<file path="config.mk">
export PLATFORM = sky130hd
export DESIGN_NAME = pbus_abort_screen
export DESIGN_NICKNAME = d
export VERILOG_FILES = /design/src/rtl/pbus_abort_pkg.sv /design/src/rtl/pbus_abort_rdecode.sv /design/src/rtl/pbus_abort_regs.sv /design/src/rtl/pbus_abort_errlog.sv /design/src/rtl/pbus_abort_screen.sv
export SDC_FILE = /design/constraint.sdc
export NUM_CORES = 1
export LEC_CHECK = 0
export ABC_AREA = 1
export BUFFER_PORTS_ARGS = -buffer_cell sky130_fd_sc_hd__buf_2
export CAP_MARGIN = 25
export CORE_MARGIN = 1.5
export CORE_UTILIZATION = 25
export DETAILED_ROUTE_END_ITERATION = 8
export GPL_TIMING_DRIVEN = 0
export PLACE_DENSITY = 0.41
export SYNTH_ARGS = -nofsm -noshare
export SYNTH_HDL_FRONTEND = slang
export SYNTH_SLANG_ARGS = --single-unit
</file>
<file path="constraint.sdc">
create_clock -name clk -period 4.6 [get_ports clk]
set_input_delay 0.46 -clock clk [delete_from_list [all_inputs] [get_ports clk]]
set_output_delay 0.46 -clock clk [all_outputs]
set_load 0.02 [all_outputs]
</file>
<file path="src/rtl/pbus_abort_pkg.sv">
package pbus_abort_pkg;

   typedef enum logic [1:0] {
      TXN_READ  = 2'd0,
      TXN_WRITE = 2'd1,
      TXN_IWB   = 2'd2,
      TXN_RSVD  = 2'd3
   } txn_t;

   typedef enum logic [2:0] {
      ST_IDLE,
      ST_DECIDE,
      ST_MEM,
      ST_FAB,
      ST_WAIT,
      ST_CPL
   } seq_st_t;

   localparam logic [1:0] ATTR_COMPAT = 2'b11;

endpackage

</file>
<file path="src/rtl/pbus_abort_rdecode.sv">
module pbus_abort_rdecode #(
   parameter int NUM_RNG = 4,
   parameter int ADDR_W  = 32
) (
   input  logic [NUM_RNG*ADDR_W-1:0] base_flat,
   input  logic [NUM_RNG*ADDR_W-1:0] limit_flat,
   input  logic [NUM_RNG-1:0]        rng_en,
   input  logic [ADDR_W-1:0]         addr,
   output logic [NUM_RNG-1:0]        hit_vec,
   output logic                      hit
);

   generate
      for (genvar gi = 0; gi < NUM_RNG; gi++) begin : g_cmp
         logic [ADDR_W-1:0] lo;
         logic [ADDR_W-1:0] hi;
         assign lo = base_flat[gi*ADDR_W +: ADDR_W];
         assign hi = limit_flat[gi*ADDR_W +: ADDR_W];
         assign hit_vec[gi] = rng_en[gi] && (addr >= lo) && (addr < hi);
      end
   endgenerate

   assign hit = |hit_vec;

endmodule

</file>
<file path="src/rtl/pbus_abort_regs.sv">
module pbus_abort_regs #(
   parameter int NUM_RNG = 4,
   parameter int ADDR_W  = 32,
   parameter int REG_AW  = 4
) (
   input  logic                      clk,
   input  logic                      rst_n,
   input  logic                      reg_wr,
   input  logic [REG_AW-1:0]         reg_addr,
   input  logic [ADDR_W-1:0]         reg_wdata,
   input  logic                      err1_flag,
   input  logic [ADDR_W-1:0]         err1_addr,
   input  logic                      err2_flag,
   output logic [NUM_RNG*ADDR_W-1:0] base_flat,
   output logic [NUM_RNG*ADDR_W-1:0] limit_flat,
   output logic [NUM_RNG-1:0]        rng_en,
   output logic                      standalone,
   output logic                      clr1,
   output logic                      clr2,
   output logic [ADDR_W-1:0]         reg_rdata
);

   localparam int CTRL_IDX = 2 * NUM_RNG;
   localparam int E1_IDX   = CTRL_IDX + 1;
   localparam int E1A_IDX  = CTRL_IDX + 2;
   localparam int E2_IDX   = CTRL_IDX + 3;

   generate
      for (genvar gi = 0; gi < NUM_RNG; gi++) begin : g_rng
         logic [ADDR_W-1:0] base_q;
         logic [ADDR_W-1:0] limit_q;
         always_ff @(posedge clk or negedge rst_n) begin
            if (!rst_n) begin
               base_q  <= '0;
               limit_q <= '0;
            end else if (reg_wr) begin
               if (reg_addr == REG_AW'(gi))           base_q  <= reg_wdata;
               if (reg_addr == REG_AW'(NUM_RNG + gi)) limit_q <= reg_wdata;
            end
         end
         assign base_flat[gi*ADDR_W +: ADDR_W]  = base_q;
         assign limit_flat[gi*ADDR_W +: ADDR_W] = limit_q;
      end
   endgenerate

   logic [NUM_RNG-1:0] en_q;
   logic               sa_q;

   always_ff @(posedge clk or negedge rst_n) begin
      if (!rst_n) begin
         en_q <= '0;
         sa_q <= 1'b0;
      end else if (reg_wr && reg_addr == REG_AW'(CTRL_IDX)) begin
         en_q <= reg_wdata[NUM_RNG-1:0];
         sa_q <= reg_wdata[NUM_RNG];
      end
   end

   assign rng_en     = en_q;
   assign standalone = sa_q;
   assign clr1 = reg_wr && (reg_addr == REG_AW'(E1_IDX)) && reg_wdata[0];
   assign clr2 = reg_wr && (reg_addr == REG_AW'(E2_IDX)) && reg_wdata[0];

   always_comb begin
      reg_rdata = '0;
      for (int i = 0; i < NUM_RNG; i++) begin
         if (reg_addr == REG_AW'(i))           reg_rdata = base_flat[i*ADDR_W +: ADDR_W];
         if (reg_addr == REG_AW'(NUM_RNG + i)) reg_rdata = limit_flat[i*ADDR_W +: ADDR_W];
      end
      if (reg_addr == REG_AW'(CTRL_IDX)) begin
         reg_rdata[NUM_RNG-1:0] = en_q;
         reg_rdata[NUM_RNG]     = sa_q;
      end
      if (reg_addr == REG_AW'(E1_IDX))  reg_rdata[0] = err1_flag;
      if (reg_addr == REG_AW'(E1A_IDX)) reg_rdata    = err1_addr;
      if (reg_addr == REG_AW'(E2_IDX))  reg_rdata[0] = err2_flag;
   end

   // control write lands in the mode bit used by the decision logic
   assert_ctrl_write_R3: assert property (@(posedge clk) disable iff (!rst_n)
      (reg_wr && reg_addr == REG_AW'(CTRL_IDX)) |=> (standalone == $past(reg_wdata[NUM_RNG])));

endmodule

</file>
<file path="src/rtl/pbus_abort_errlog.sv">
module pbus_abort_errlog #(
   parameter int ADDR_W = 32
) (
   input  logic              clk,
   input  logic              rst_n,
   input  logic              ev,
   input  logic [ADDR_W-1:0] ev_addr,
   input  logic              clr1,
   input  logic              clr2,
   output logic              err1_flag,
   output logic [ADDR_W-1:0] err1_addr,
   output logic              err2_flag
);

   logic f1_q, f2_q;
   logic [ADDR_W-1:0] a1_q;
   logic to_first, to_second;

   assign to_first  = ev && !f1_q;
   assign to_second = ev && f1_q;

   always_ff @(posedge clk or negedge rst_n) begin
      if (!rst_n) begin
         f1_q <= 1'b0;
         f2_q <= 1'b0;
         a1_q <= '0;
      end else begin
         f1_q <= to_first  || (f1_q && !clr1);
         f2_q <= to_second || (f2_q && !clr2);
         if (to_first) a1_q <= ev_addr;
      end
   end

   assign err1_flag = f1_q;
   assign err1_addr = a1_q;
   assign err2_flag = f2_q;

   assert_first_hold_R11: assert property (@(posedge clk) disable iff (!rst_n)
      (err1_flag && !clr1) |=> (err1_flag && $stable(err1_addr)));

   assert_second_set_R11: assert property (@(posedge clk) disable iff (!rst_n)
      (err1_flag && ev) |=> err2_flag);

   assert_w1c_first_R12: assert property (@(posedge clk) disable iff (!rst_n)
      (err1_flag && clr1) |=> !err1_flag);

   assert_first_capture_R10: assert property (@(posedge clk) disable iff (!rst_n)
      (!err1_flag && ev) |=> (err1_flag && err1_addr == $past(ev_addr)));

endmodule

</file>
<file path="src/rtl/pbus_abort_screen.sv">
module pbus_abort_screen
   import pbus_abort_pkg::*;
#(
   parameter int NUM_RNG = 4,
   parameter int ADDR_W  = 32,
   parameter int DATA_W  = 64,
   parameter int LEN_W   = 4,
   localparam int REG_AW = $clog2(2 * NUM_RNG + 4)
) (
   input  logic              clk,
   input  logic              rst_n,
   input  logic              req_valid,
   output logic              req_ready,
   input  logic [1:0]        req_type,
   input  logic [ADDR_W-1:0] req_addr,
   input  logic [LEN_W-1:0]  req_len,
   input  logic [DATA_W-1:0] req_wdata,
   input  logic              req_snoop_dirty,
   output logic              mem_req_valid,
   input  logic              mem_req_ready,
   output logic [1:0]        mem_req_type,
   output logic [ADDR_W-1:0] mem_req_addr,
   output logic [LEN_W-1:0]  mem_req_len,
   output logic [DATA_W-1:0] mem_req_wdata,
   output logic              fab_req_valid,
   input  logic              fab_req_ready,
   output logic [1:0]        fab_req_type,
   output logic [ADDR_W-1:0] fab_req_addr,
   output logic [LEN_W-1:0]  fab_req_len,
   output logic [DATA_W-1:0] fab_req_wdata,
   output logic [1:0]        fab_req_attr,
   input  logic              fab_rsp_valid,
   output logic              fab_rsp_ready,
   input  logic              fab_rsp_mabort,
   input  logic [DATA_W-1:0] fab_rsp_data,
   output logic              cpl_valid,
   input  logic              cpl_ready,
   output logic [DATA_W-1:0] cpl_data,
   output logic              cpl_mabort,
   input  logic              reg_wr,
   input  logic [REG_AW-1:0] reg_addr,
   input  logic [ADDR_W-1:0] reg_wdata,
   output logic [ADDR_W-1:0] reg_rdata
);

   generate
      if (NUM_RNG < 1) begin : g_bad_rng
         $error("NUM_RNG must be at least 1");
      end
      if (ADDR_W < NUM_RNG + 1) begin : g_bad_aw
         $error("ADDR_W must hold the control register fields");
      end
      if (LEN_W < 1 || DATA_W < 1) begin : g_bad_dw
         $error("LEN_W and DATA_W must be positive");
      end
   endgenerate

   // ---------------- configuration and status ----------------
   logic [NUM_RNG*ADDR_W-1:0] base_flat, limit_flat;
   logic [NUM_RNG-1:0]        rng_en, hit_vec;
   logic                      standalone, clr1, clr2;
   logic                      err1_flag, err2_flag;
   logic [ADDR_W-1:0]         err1_addr;
   logic                      dec_hit, log_ev;

   pbus_abort_regs #(.NUM_RNG(NUM_RNG), .ADDR_W(ADDR_W), .REG_AW(REG_AW)) u_regs (
      .clk        (clk),
      .rst_n      (rst_n),
      .reg_wr     (reg_wr),
      .reg_addr   (reg_addr),
      .reg_wdata  (reg_wdata),
      .err1_flag  (err1_flag),
      .err1_addr  (err1_addr),
      .err2_flag  (err2_flag),
      .base_flat  (base_flat),
      .limit_flat (limit_flat),
      .rng_en     (rng_en),
      .standalone (standalone),
      .clr1       (clr1),
      .clr2       (clr2),
      .reg_rdata  (reg_rdata)
   );

   // ---------------- captured request ----------------
   seq_st_t           st_q, st_d;
   txn_t              cap_type;
   logic [ADDR_W-1:0] cap_addr;
   logic [LEN_W-1:0]  cap_len;
   logic [DATA_W-1:0] cap_wdata;
   logic              cap_dirty;
   logic [DATA_W-1:0] cpl_data_q, cpl_data_d;
   logic              cpl_mab_q, cpl_mab_d;

   pbus_abort_rdecode #(.NUM_RNG(NUM_RNG), .ADDR_W(ADDR_W)) u_dec (
      .base_flat  (base_flat),
      .limit_flat (limit_flat),
      .rng_en     (rng_en),
      .addr       (cap_addr),
      .hit_vec    (hit_vec),
      .hit        (dec_hit)
   );

   pbus_abort_errlog #(.ADDR_W(ADDR_W)) u_log (
      .clk       (clk),
      .rst_n     (rst_n),
      .ev        (log_ev),
      .ev_addr   (cap_addr),
      .clr1      (clr1),
      .clr2      (clr2),
      .err1_flag (err1_flag),
      .err1_addr (err1_addr),
      .err2_flag (err2_flag)
   );

   assign req_ready = (st_q == ST_IDLE);

   always_ff @(posedge clk or negedge rst_n) begin
      if (!rst_n) begin
         cap_type  <= TXN_READ;
         cap_addr  <= '0;
         cap_len   <= '0;
         cap_wdata <= '0;
         cap_dirty <= 1'b0;
      end else if (req_valid && req_ready) begin
         cap_type  <= txn_t'(req_type);
         cap_addr  <= req_addr;
         cap_len   <= req_len;
         cap_wdata <= req_wdata;
         cap_dirty <= req_snoop_dirty;
      end
   end

   // ---------------- sequencer ----------------
   always_comb begin
      st_d       = st_q;
      cpl_data_d = cpl_data_q;
      cpl_mab_d  = cpl_mab_q;
      log_ev     = 1'b0;
      unique case (st_q)
         ST_IDLE: begin
            if (req_valid) st_d = ST_DECIDE;
         end
         ST_DECIDE: begin
            if (cap_len == '0) begin
               st_d       = ST_CPL;
               cpl_data_d = '0;
               cpl_mab_d  = 1'b0;
            end else if (dec_hit) begin
               st_d = ST_MEM;
            end else if (!standalone) begin
               st_d = ST_FAB;
            end else begin
               log_ev = 1'b1;
               st_d   = ST_CPL;
               if (cap_type == TXN_READ && !cap_dirty) begin
                  cpl_data_d = '1;
                  cpl_mab_d  = 1'b1;
               end else begin
                  cpl_data_d = '0;
                  cpl_mab_d  = 1'b0;
               end
            end
         end
         ST_MEM: begin
            if (mem_req_ready) st_d = ST_IDLE;
         end
         ST_FAB: begin
            if (fab_req_ready) st_d = ST_WAIT;
         end
         ST_WAIT: begin
            if (fab_rsp_valid) begin
               st_d = ST_CPL;
               if (cap_type == TXN_READ) begin
                  cpl_mab_d  = fab_rsp_mabort;
                  cpl_data_d = fab_rsp_mabort ? '1 : fab_rsp_data;
               end else begin
                  cpl_mab_d  = 1'b0;
                  cpl_data_d = '0;
               end
            end
         end
         ST_CPL: begin
            if (cpl_ready) st_d = ST_IDLE;
         end
         default: st_d = ST_IDLE;
      endcase
   end

   always_ff @(posedge clk or negedge rst_n) begin
      if (!rst_n) begin
         st_q       <= ST_IDLE;
         cpl_data_q <= '0;
         cpl_mab_q  <= 1'b0;
      end else begin
         st_q       <= st_d;
         cpl_data_q <= cpl_data_d;
         cpl_mab_q  <= cpl_mab_d;
      end
   end

   // ---------------- outputs ----------------
   assign mem_req_valid = (st_q == ST_MEM);
   assign mem_req_type  = cap_type;
   assign mem_req_addr  = cap_addr;
   assign mem_req_len   = cap_len;
   assign mem_req_wdata = cap_wdata;

   assign fab_req_valid = (st_q == ST_FAB);
   assign fab_req_type  = cap_type;
   assign fab_req_addr  = cap_addr;
   assign fab_req_len   = cap_len;
   assign fab_req_wdata = cap_wdata;
   assign fab_req_attr  = ATTR_COMPAT;
   assign fab_rsp_ready = (st_q == ST_WAIT);

   assign cpl_valid  = (st_q == ST_CPL);
   assign cpl_data   = cpl_data_q;
   assign cpl_mabort = cpl_mab_q;

   // ---------------- assertions ----------------
   assert_one_path_R13: assert property (@(posedge clk) disable iff (!rst_n)
      $onehot0({mem_req_valid, fab_req_valid, cpl_valid, fab_rsp_ready}));

   assert_busy_R13: assert property (@(posedge clk) disable iff (!rst_n)
      (mem_req_valid || fab_req_valid || cpl_valid) |-> !req_ready);

   assert_cpl_hold_R13: assert property (@(posedge clk) disable iff (!rst_n)
      (cpl_valid && !cpl_ready) |=> (cpl_valid && $stable(cpl_data) && $stable(cpl_mabort)));

   assert_allones_R4: assert property (@(posedge clk) disable iff (!rst_n)
      (cpl_valid && cpl_mabort) |-> (&cpl_data));

   assert_mem_needs_hit_R2: assert property (@(posedge clk) disable iff (!rst_n)
      (st_q == ST_DECIDE && st_d == ST_MEM) |-> (|hit_vec));

   assert_no_log_fwd_R7: assert property (@(posedge clk) disable iff (!rst_n)
      fab_req_valid |-> $stable(err1_flag));

endmodule

</file>
# Yosys cells after proc, flatten, opt, wreduce, memory -nomap -nowiden
# Index checks and enable logic that the tools add are counted.
# totals
word_cells,133
ff_bits,466
# classes
mux,40
order_cmp,8
n_reduce_logical,41
eq_ne,23
# ops
op,count
$mux W64,7
$mux W32,9
$ge A32 B32 Y1,4
$lt A32 B32 Y1,4
$pmux W64 S2,1
$mux W3,8
$logic_and A1 B1 Y1,19
$pmux W3 S6,1
$eq A4 B3 Y1 const B,4
$eq A4 B4 Y1 const B,4
$reduce_and A2 Y1,8
$mux W1,12
$eq A4 B2 Y1 const B,2
$logic_not A4 Y1,2
$eq A3 B2 Y1 const B,2
$eq A3 B3 Y1 const B,2
$ne A2 B1 Y1 const B,3
$mux W5,1
$reduce_and A5 Y1,1
$eq A4 B1 Y1 const B,1
$logic_not A1 Y1,4
$ne A2 B2 Y1 const B,2
$reduce_and A4 Y1,1
$reduce_or A4 Y1,1
other kinds (8),9

# Depth between registers and ports, before layout
# Gate-level depths: netlist of the first run.
# depth
ltp_word,13
ltp_mapped,23
ltp_nobuf,21

# Cells and area by module
# From an unflattened synthesis of the first run, not the netlist that was laid out.
# hier_totals
hier_cells,3654
hier_area_um2,27715.3
# modules_own_cells
mod,area_each_um2,seq_area_each_um2,cells_per_inst,instances
pbus_abort_regs,11294.6,6531.3,1370,1
pbus_abort_screen,8346.8,4279.1,1043,1
pbus_abort_rdecode,6692.7,0.0,1095,1
pbus_abort_errlog,1381.3,850.8,146,1

# Least setup slack after synthesis of the first run
# Ideal clock, no wire load.
# synth_timing
path_type,register -> register
from,register cap_addr[23] (netlist: fab_req_addr[23])
to,register cpl_data_q[13] (netlist: cpl_data[13])
stages_incl_launch_ff,17
slack_ns,2.165
period_less_slack_ns,2.435
required_time_ns,4.483
path_buffers,2
arrival_time_ns,2.318
cell_sequence,dfrtp_1 -> ha_1 -> nand2_1 -> nor2_1 -> nand4_1 -> nor4b_1 -> nand2_1 -> nand3_1 -> nand2_1 -> nor2_2 -> nand2_1 -> nand2_2 -> nand2_1 -> buf_6 -> buf_6 -> nand2_1 -> nand2_1
# synth_between
elab_chain_len,6
# synth_lines
element,line_no,text
"start, declared",pbus_abort_screen.sv:87,logic [ADDR_W-1:0] cap_addr;
"start signal, assigned",pbus_abort_screen.sv:126,cap_addr <= req_addr;
$ge A32 B32 Y1,pbus_abort_rdecode.sv:19,assign hit_vec[gi] = rng_en[gi] && (addr >= lo) && (addr < hi);
$logic_and A1 B1 Y1 (2 in a row),pbus_abort_rdecode.sv:19,
$reduce_or A4 Y1 (*),pbus_abort_rdecode.sv:23,assign hit = |hit_vec;
$ne A3 B3 Y1 (no source line) (*),-,
$reduce_and A4 Y1 (no source line) (*),-,
"end signal, assigned",pbus_abort_screen.sv:196,cpl_data_q <= cpl_data_d;
"end, declared",pbus_abort_screen.sv:91,"logic [DATA_W-1:0] cpl_data_q, cpl_data_d;"
# Every way passes the cells marked *; elsewhere a longest branch is shown, timed or not.
# A chain may end at the register's enable or synchronous reset.

# Final worst setup path of the first run
# layout_timing
from,input port reg_addr[3]
to,output port reg_rdata[30]
# layout_between
elab_chain_len,10
# layout_lines
element,line_no,text
"start, declared",pbus_abort_screen.sv:41,"input logic [REG_AW-1:0] reg_addr,"
$logic_not A4 Y1,pbus_abort_regs.sv:67,if (reg_addr == REG_AW'(i)) reg_rdata = base_flat[i*ADDR_W +: ADDR_W];
$mux W32,pbus_abort_regs.sv:67,
$mux W32,pbus_abort_regs.sv:68,if (reg_addr == REG_AW'(NUM_RNG + i)) reg_rdata = limit_flat[i*ADDR_W +: ADDR_W];
$mux W32,pbus_abort_regs.sv:67,
$mux W32,pbus_abort_regs.sv:68,
$mux W32,pbus_abort_regs.sv:67,
$mux W32,pbus_abort_regs.sv:68,
$mux W32,pbus_abort_regs.sv:67,
$mux W32,pbus_abort_regs.sv:68,
$mux W32 (*),pbus_abort_regs.sv:75,if (reg_addr == REG_AW'(E1A_IDX)) reg_rdata = err1_addr;
"end, declared",pbus_abort_screen.sv:43,output logic [ADDR_W-1:0] reg_rdata
# Marks and branches as above.

==> impl_metrics.yaml, run 1 <==
clock_network:
  insertion_delay_ns: 0.70
  clock-sinks: 466
  cts_buffers: 61
  clk_path_buf_depth: 3
  htreeDepth: 2
  cts-root-buf: "clkbuf_16"
  clkTransAtPathRegs_ns: 0.05
  cts_tree: "done"
global_routing:
  grt-ovfl-total: 0
  grt_usage: 0.227
  grt_pass1_wl_mm: 181
  grt_antenna_before_repair: 14
  grt_max_degree: 104
  grt_pass1_vias: 24644
die:
  rows: 120
  coreArea_sq_um: 107000
  die_w_um: 331
  ioPinCount: 520
  initial_utilization: 0.252
  die_h_um: 331
  dieArea_sq_um: 110000
critical_path:
  path_delay_family: "buffers and inverters"
  worst-endpoint-required_ns: 4.14
  arrival_ns: 3.94
  crit_path_cell_trace: "buf_2 > inv_1 > nand2_1 > inv_1 > nand2_1 > clkinvlp_4 > clkbuf_1 > buf_8 > a2111oi_0 > o2111ai_1 > buf_2"
  cpPeakStageDelay_ns: 0.73
  worst_path_max_delay_cell: "a2111oi_0"
  crit_buf_inv: 7
  cp_max_fo: 8
  crit_type: "primary input to output port"
  end_kind: "output port"
  start_kind: "primary input"
job:
  cap_violations: 0
detailed_routing:
  post-route-drc-count: 0
  vias: 25069
  first_pass_iters: 6
  wl_mm: 126
  drtIter0Drc: 1854
  drt-wirelength-per-cell_um: 23.2
  routed_via_density: 4.62
  ant_nets: 0
sta:
  rsz0062_at_grt: "false"
  layout_min_cycle_time_ns: 4.40
  setup_viol: 0
  final-hold-violation-count: 0
  post-route-period-util: 0.957
  worstMarginPinSlew_ns: 1.09
  fmax_mhz: 227
  skew_ns: 0.0523
  slew_viol_final: 0
  final.setup.worst_slack_ns: 0.196
  max_slew_margin: 0.271
placed_design:
  placed_cell_area_sq_um: 31700
  hpwl_mm: 96.5
  place_ws_ns: 0.0579
  gp_congestion: 0.868
  dp_cells: 5213
  io_buffers: 517
synth:
  synth_area_sq_um: 26900
  postSynthCellCount: 3273
  yosys_warnings: 0
  avgSynthCellArea_sq_um: 8.23
  seq_area_frac_synth: 0.433
  synth_cell_types: 37
  synth-seq-cells: 466
hold_path:
  hold_path.class: "primary input to flop"
finish:
  final_cell_mix: "953 x nand2_1, 534 x buf_2, 466 x dfrtp_1, 372 x inv_1, 323 x o21ai_0"
  fin_cells: 5421
  layout.nets: 4427
  syn2layout_area_growth_pct: 29.1
  final_common_cell: "nand2_1"
  design_area_sq_um: 34800
  drive_gt1_frac: 0.220
power:
  leakage_nw: 18.0
  vdd_ir_drop_max_v: 0.000460
  powerDensity_nw_per_um2: 673
status:
  outcome: "complete, no violations"
-- per-layer routing --
metal  track usage  vias to the layer above  wire length, um  part of all wire
met3        0.0331                      124             5950             0.047
met4        0.0521                        4             2880             0.023
li1              -                    12030                -                 -
met5             0                        -               27           0.00021
met1         0.316                    12314            58500              0.46
met2         0.369                      597            58500              0.46
-- final timing paths --
kind	cells after the start	to	startpoint	slack, ns
setup / recovery	11	reg_rdata[30]	reg_addr[3]	0.20
hold / removal	2	fab_req_addr[31]	req_addr[31]	0.04
setup reg to reg	13	u_log.err1_addr[28]	fab_req_addr[23]	0.24
hold reg to reg	2	cpl_data[18]	cpl_data[18]	0.46
min in group asynchronous	3	fab_req_addr[8]	rst_n	0.36
max in group asynchronous	5	fab_req_wdata[3]	rst_n	2.87
-- cell families (layout without fill, tap and decap cells) --
family	count (synthesis)	count (layout)	synth area share
muxes	102	102	0.0426
adders and majority gates	252	252	0.117
and+or+nand+nor	1303	1303	0.196
AOI/OAI and AO/OA	537	537	0.109
other	1	10	0.000139
DFF	466	466	0.433
buffers and inverters	612	1348	0.103
-- power breakdown --
part	total, W	switching, W	internal [W]
combinational	0.0110	0.00675	0.00423
clock	0.00531	0.00208	0.00323
sequential	0.00712	0.00176	0.00535
total	0.0234	0.0106	0.0128
-- flip-flops by register name, summed over array words and instances (netlist names) --
name,flops
u_regs.g_rng.base_q,128
u_regs.g_rng.limit_q,128
cpl_data,64
fab_req_wdata,64
fab_req_addr,32
u_log.err1_addr,32
fab_req_len,4
u_regs.rng_en,4
st_q,3
fab_req_type,2
cap_dirty,1
cpl_mabort,1
u_log.err1_flag,1
u_log.err2_flag,1
u_regs.standalone,1
-- worst register-to-register path, delay by kind of cell (launching register included) --
kind	cells	cell delay, ns
adders and majority gates	1	0.49
buffers and inverters	1	0.52
DFF	1	0.69
and+or+nand+nor	11	2.52
-- layout make-up --
| cell class | instances | area (sq um) |
|---|---|---|
| clock buffer | 86 | 1770 |
| tap | 1403 | 1760 |
| antenna | 8 | 20.0 |
| buffer | 236 | 1370 |
| fill | 11676 | 72100 |
| clock inverter | 24 | 423 |
| inverter | 376 | 1420 |
| multi-input combinational | 2196 | 12500 |
| sequential | 466 | 11700 |
| timing repair buffer | 626 | 3840 |
-- synth_stat cells (all sizes together) --
master / instances / area, sq um
inv: 374 / 1400
nand4: 75 / 469
a211oi: 6 / 45.0
o221ai: 3 / 26.3
nor3: 18 / 100
nor2: 143 / 539
a21oi: 120 / 601
clkinv: 2 / 7.51
nor4b: 1 / 8.76
and3: 2 / 12.5
nand2: 954 / 3580
o21ai: 323 / 1620
nand3b: 2 / 15.0
ha: 252 / 3150
o211ai: 8 / 60.1
o31ai: 1 / 7.51
buf: 144 / 1020
clkbuf: 92 / 345
o2111ai: 12 / 105
o21a: 15 / 113
o22ai: 27 / 169
a31oi: 2 / 12.5
a21o: 4 / 30.0
mux2: 102 / 1150
a2111oi: 5 / 43.8
nor4: 4 / 25.0
dfrtp: 466 / 11700
conb: 1 / 3.75
nand3: 104 / 521
a221oi: 11 / 96.3
-- metrics by stage --
step | utilization | hold slack (ns) | power [W] | TNS, ns
final | 0.325 | 0.0434 | 0.0234 | 0
after global routing | 0.325 | 0.0258 | 0.0252 | 0
after CTS | 0.325 | 0.000454 | 0.0237 | 0
after detailed placement | 0.296 | 0.453 | 0.0182 | 0
after global placement | 0.293 | 0.450 | 0.0180 | -3665.68
after floorplan | - | 0.164 | 0.0137 | 0
-- what timing repair did --
action	4_1_cts	5_1_grt
hold buffers	90	0
setup endpoints to repair	0	20
setup buffers	0	0
endpoints found under the hold margin	178	0
gates resized for setup	0	3
(Power assumes the default switching activity.)
==> inputs of run 2 (changes only) <==
- GPL_TIMING_DRIVEN: 0 -> not set
- SYNTH_HIERARCHICAL: not set -> 1
==> run 2 against run 1 <==
Effect of this change:
- combinational power down 8%
- area after synthesis up 2.8%
- clock skew down 0.028 ns
- global-route usage down 2.3 points
- worst setup slack better by 0.46 ns
- critical path type is now flop to flop
- largest cell class unchanged
- largest power group unchanged
==> impl_metrics.yaml, run 2 <==
power:
  p_sw_frac: 0.478
  leakage_nw: 18.0
  vdd_ir_drop_max_v: 0.000308
  seq_power_share: 0.319
  powerDensity_nw_per_um2: 649
  p_switching_w: 0.0103
  p_int_w: 0.0112
  p_clk_frac: 0.208
  comb_power_share: 0.473
sta:
  post-route-period-util: 0.858
  setup_viol: 0
  final-hold-violation-count: 0
  slew_viol_final: 0
  rsz0062_at_grt: "false"
  fmax_mhz: 253
  layout_min_cycle_time_ns: 3.95
  skew_ns: 0.0246
  worstMarginPinSlew_ns: 0.945
  fin_setup_tns_ns: 0
  max_slew_margin: 0.369
clock_network:
  cts_setup_buffers: 0
  insertion_delay_ns: 0.64
  clk_path_buf_depth: 3
  cts-resized-gates: 0
  htreeDepth: 2
  cts_buffers: 57
  clkTransAtPathRegs_ns: 0.06
  clock-sinks: 466
  cts_tree: "done"
  hold_buffers: 2
  cts-root-buf: "clkbuf_16"
global_routing:
  grt_max_degree: 88
  grt_antenna_before_repair: 16
  grt-ovfl-total: 0
  grt_pass1_vias: 24104
  grt_usage: 0.204
  grt_pass1_wl_mm: 169
die:
  dieArea_sq_um: 113000
  initial_utilization: 0.253
  die_h_um: 336
  coreArea_sq_um: 109000
  ioPinCount: 520
  die_w_um: 336
  rows: 121
finish:
  fin_cells: 5554
  top_regs: "u_regs/g_rng.base_q (128), u_regs/g_rng.limit_q (128)"
  drive_gt1_frac: 0.177
  design_area_sq_um: 33100
  syn2layout_area_growth_pct: 19.3
  final_cell_mix: "1337 x nand2_1, 515 x buf_2, 466 x dfrtp_1, 370 x inv_1, 289 x o21ai_0"
  layout.nets: 4491
  final_common_cell: "nand2_1"
  utilization: 0.302
critical_path:
  worst_path_max_delay_cell: "nor4_1"
  crit_type: "flop to flop"
  start_kind: "flop"
  path_delay_family: "simple AND/OR/NAND/NOR gates"
  cp_max_fo: 23
  cpPeakStageDelay_ns: 0.58
  arrival_ns: 4.48
  r2r_cells: 18
  crit_buf_inv: 4
  end_kind: "flop"
  worst-endpoint-required_ns: 5.13
  cp.depth: 18
  cp_common_cell: "nand2_1"
  crit_path_cell_trace: "buf_4 > ha_1 > nand2_1 > nor2_2 > nand4_2 > nor4_1 > nand2_1 > nand3_2 > nand2_1 > inv_1 > nand2_1 > inv_1 > nand2_1 > nand3_1 > nand3_2 > buf_12 > nand2_1 > nand2_1"
detailed_routing:
  first_pass_iters: 5
  ant_nets: 0
  drt-wirelength-per-cell_um: 21.2
  post-route-drc-count: 0
  routed_via_density: 4.49
  drtIter0Drc: 1820
  vias: 24965
  wl_mm: 118
placed_design:
  io_buffers: 517
  dp_cells: 5441
  hpwl_mm: 87.4
  placed_cell_area_sq_um: 31200
  gp_congestion: 0.842
hold_path:
  worstHoldPathCells: 3
  hold_path.class: "primary input to flop"
synth:
  postSynthCellCount: 3650
  yosys_warnings: 6
  synth_area_sq_um: 27700
  avgSynthCellArea_sq_um: 7.59
job:
  cap_violations: 0
status:
  outcome: "complete, no violations"
## run 2: area by class of cell
class	count	area [sq um]
multi-input combinational	2541	13100
sequential	466	11700
antenna	9	22.5
inverter	383	1440
fill	12112	76200
clock buffer	82	1670
timing repair buffer	578	3210
clock inverter	19	130
tap	1476	1850
## run 2: metal layers
metal / global-route usage / wire length [um] / vias up
met4: 0.0498 / 2670 / 2
met2: 0.333 / 55400 / 558
li1: - / - / 12331
met1: 0.285 / 54800 / 11950
met3: 0.0257 / 4790 / 124
met5: 0 / 13 / -
## run 2: worst paths after layout
path                            slack [ns]                          to             start
worst min-delay path                  0.05             fab_req_type[0]       req_type[0]
worst min register to register        0.47                 cpl_data[0]       cpl_data[0]
worst max register to register        0.65                cpl_data[38]  fab_req_addr[31]
min in group asynchronous             0.50  u_regs/g_rng[2].limit_q[1]             rst_n
worst max-delay path                  0.65                cpl_data[38]  fab_req_addr[31]
max in group asynchronous             3.05           fab_req_wdata[10]             rst_n
## run 2: stage by stage
stage                     power [W]  hold WS, ns  setup WS [ns]
final                        0.0214       0.0525          0.652
after global routing         0.0233       0.0308          0.340
after floorplan              0.0135        0.164           2.15
after CTS                    0.0218      0.00540          0.662
after global placement       0.0171        0.449          0.685
after detailed placement     0.0171        0.454          0.654
## run 2: worst register-to-register path: cells and delay by family, from the launching register on
kind	cells	cell delay, ns
simple gates	13	2.34
fa+ha+maj	1	0.29
buf+inv	4	0.74
flops	1	0.47
## run 2: power groups by stage
stage / registers, W / logic [W] / clock network (W)
after floorplan: 0.00710 / 0.00644 / 0
after global placement: 0.00694 / 0.0102 / 0
after detailed placement: 0.00694 / 0.0102 / 0
after CTS: 0.00688 / 0.0103 / 0.00462
after global routing: 0.00705 / 0.0115 / 0.00477
final: 0.00685 / 0.0101 / 0.00446
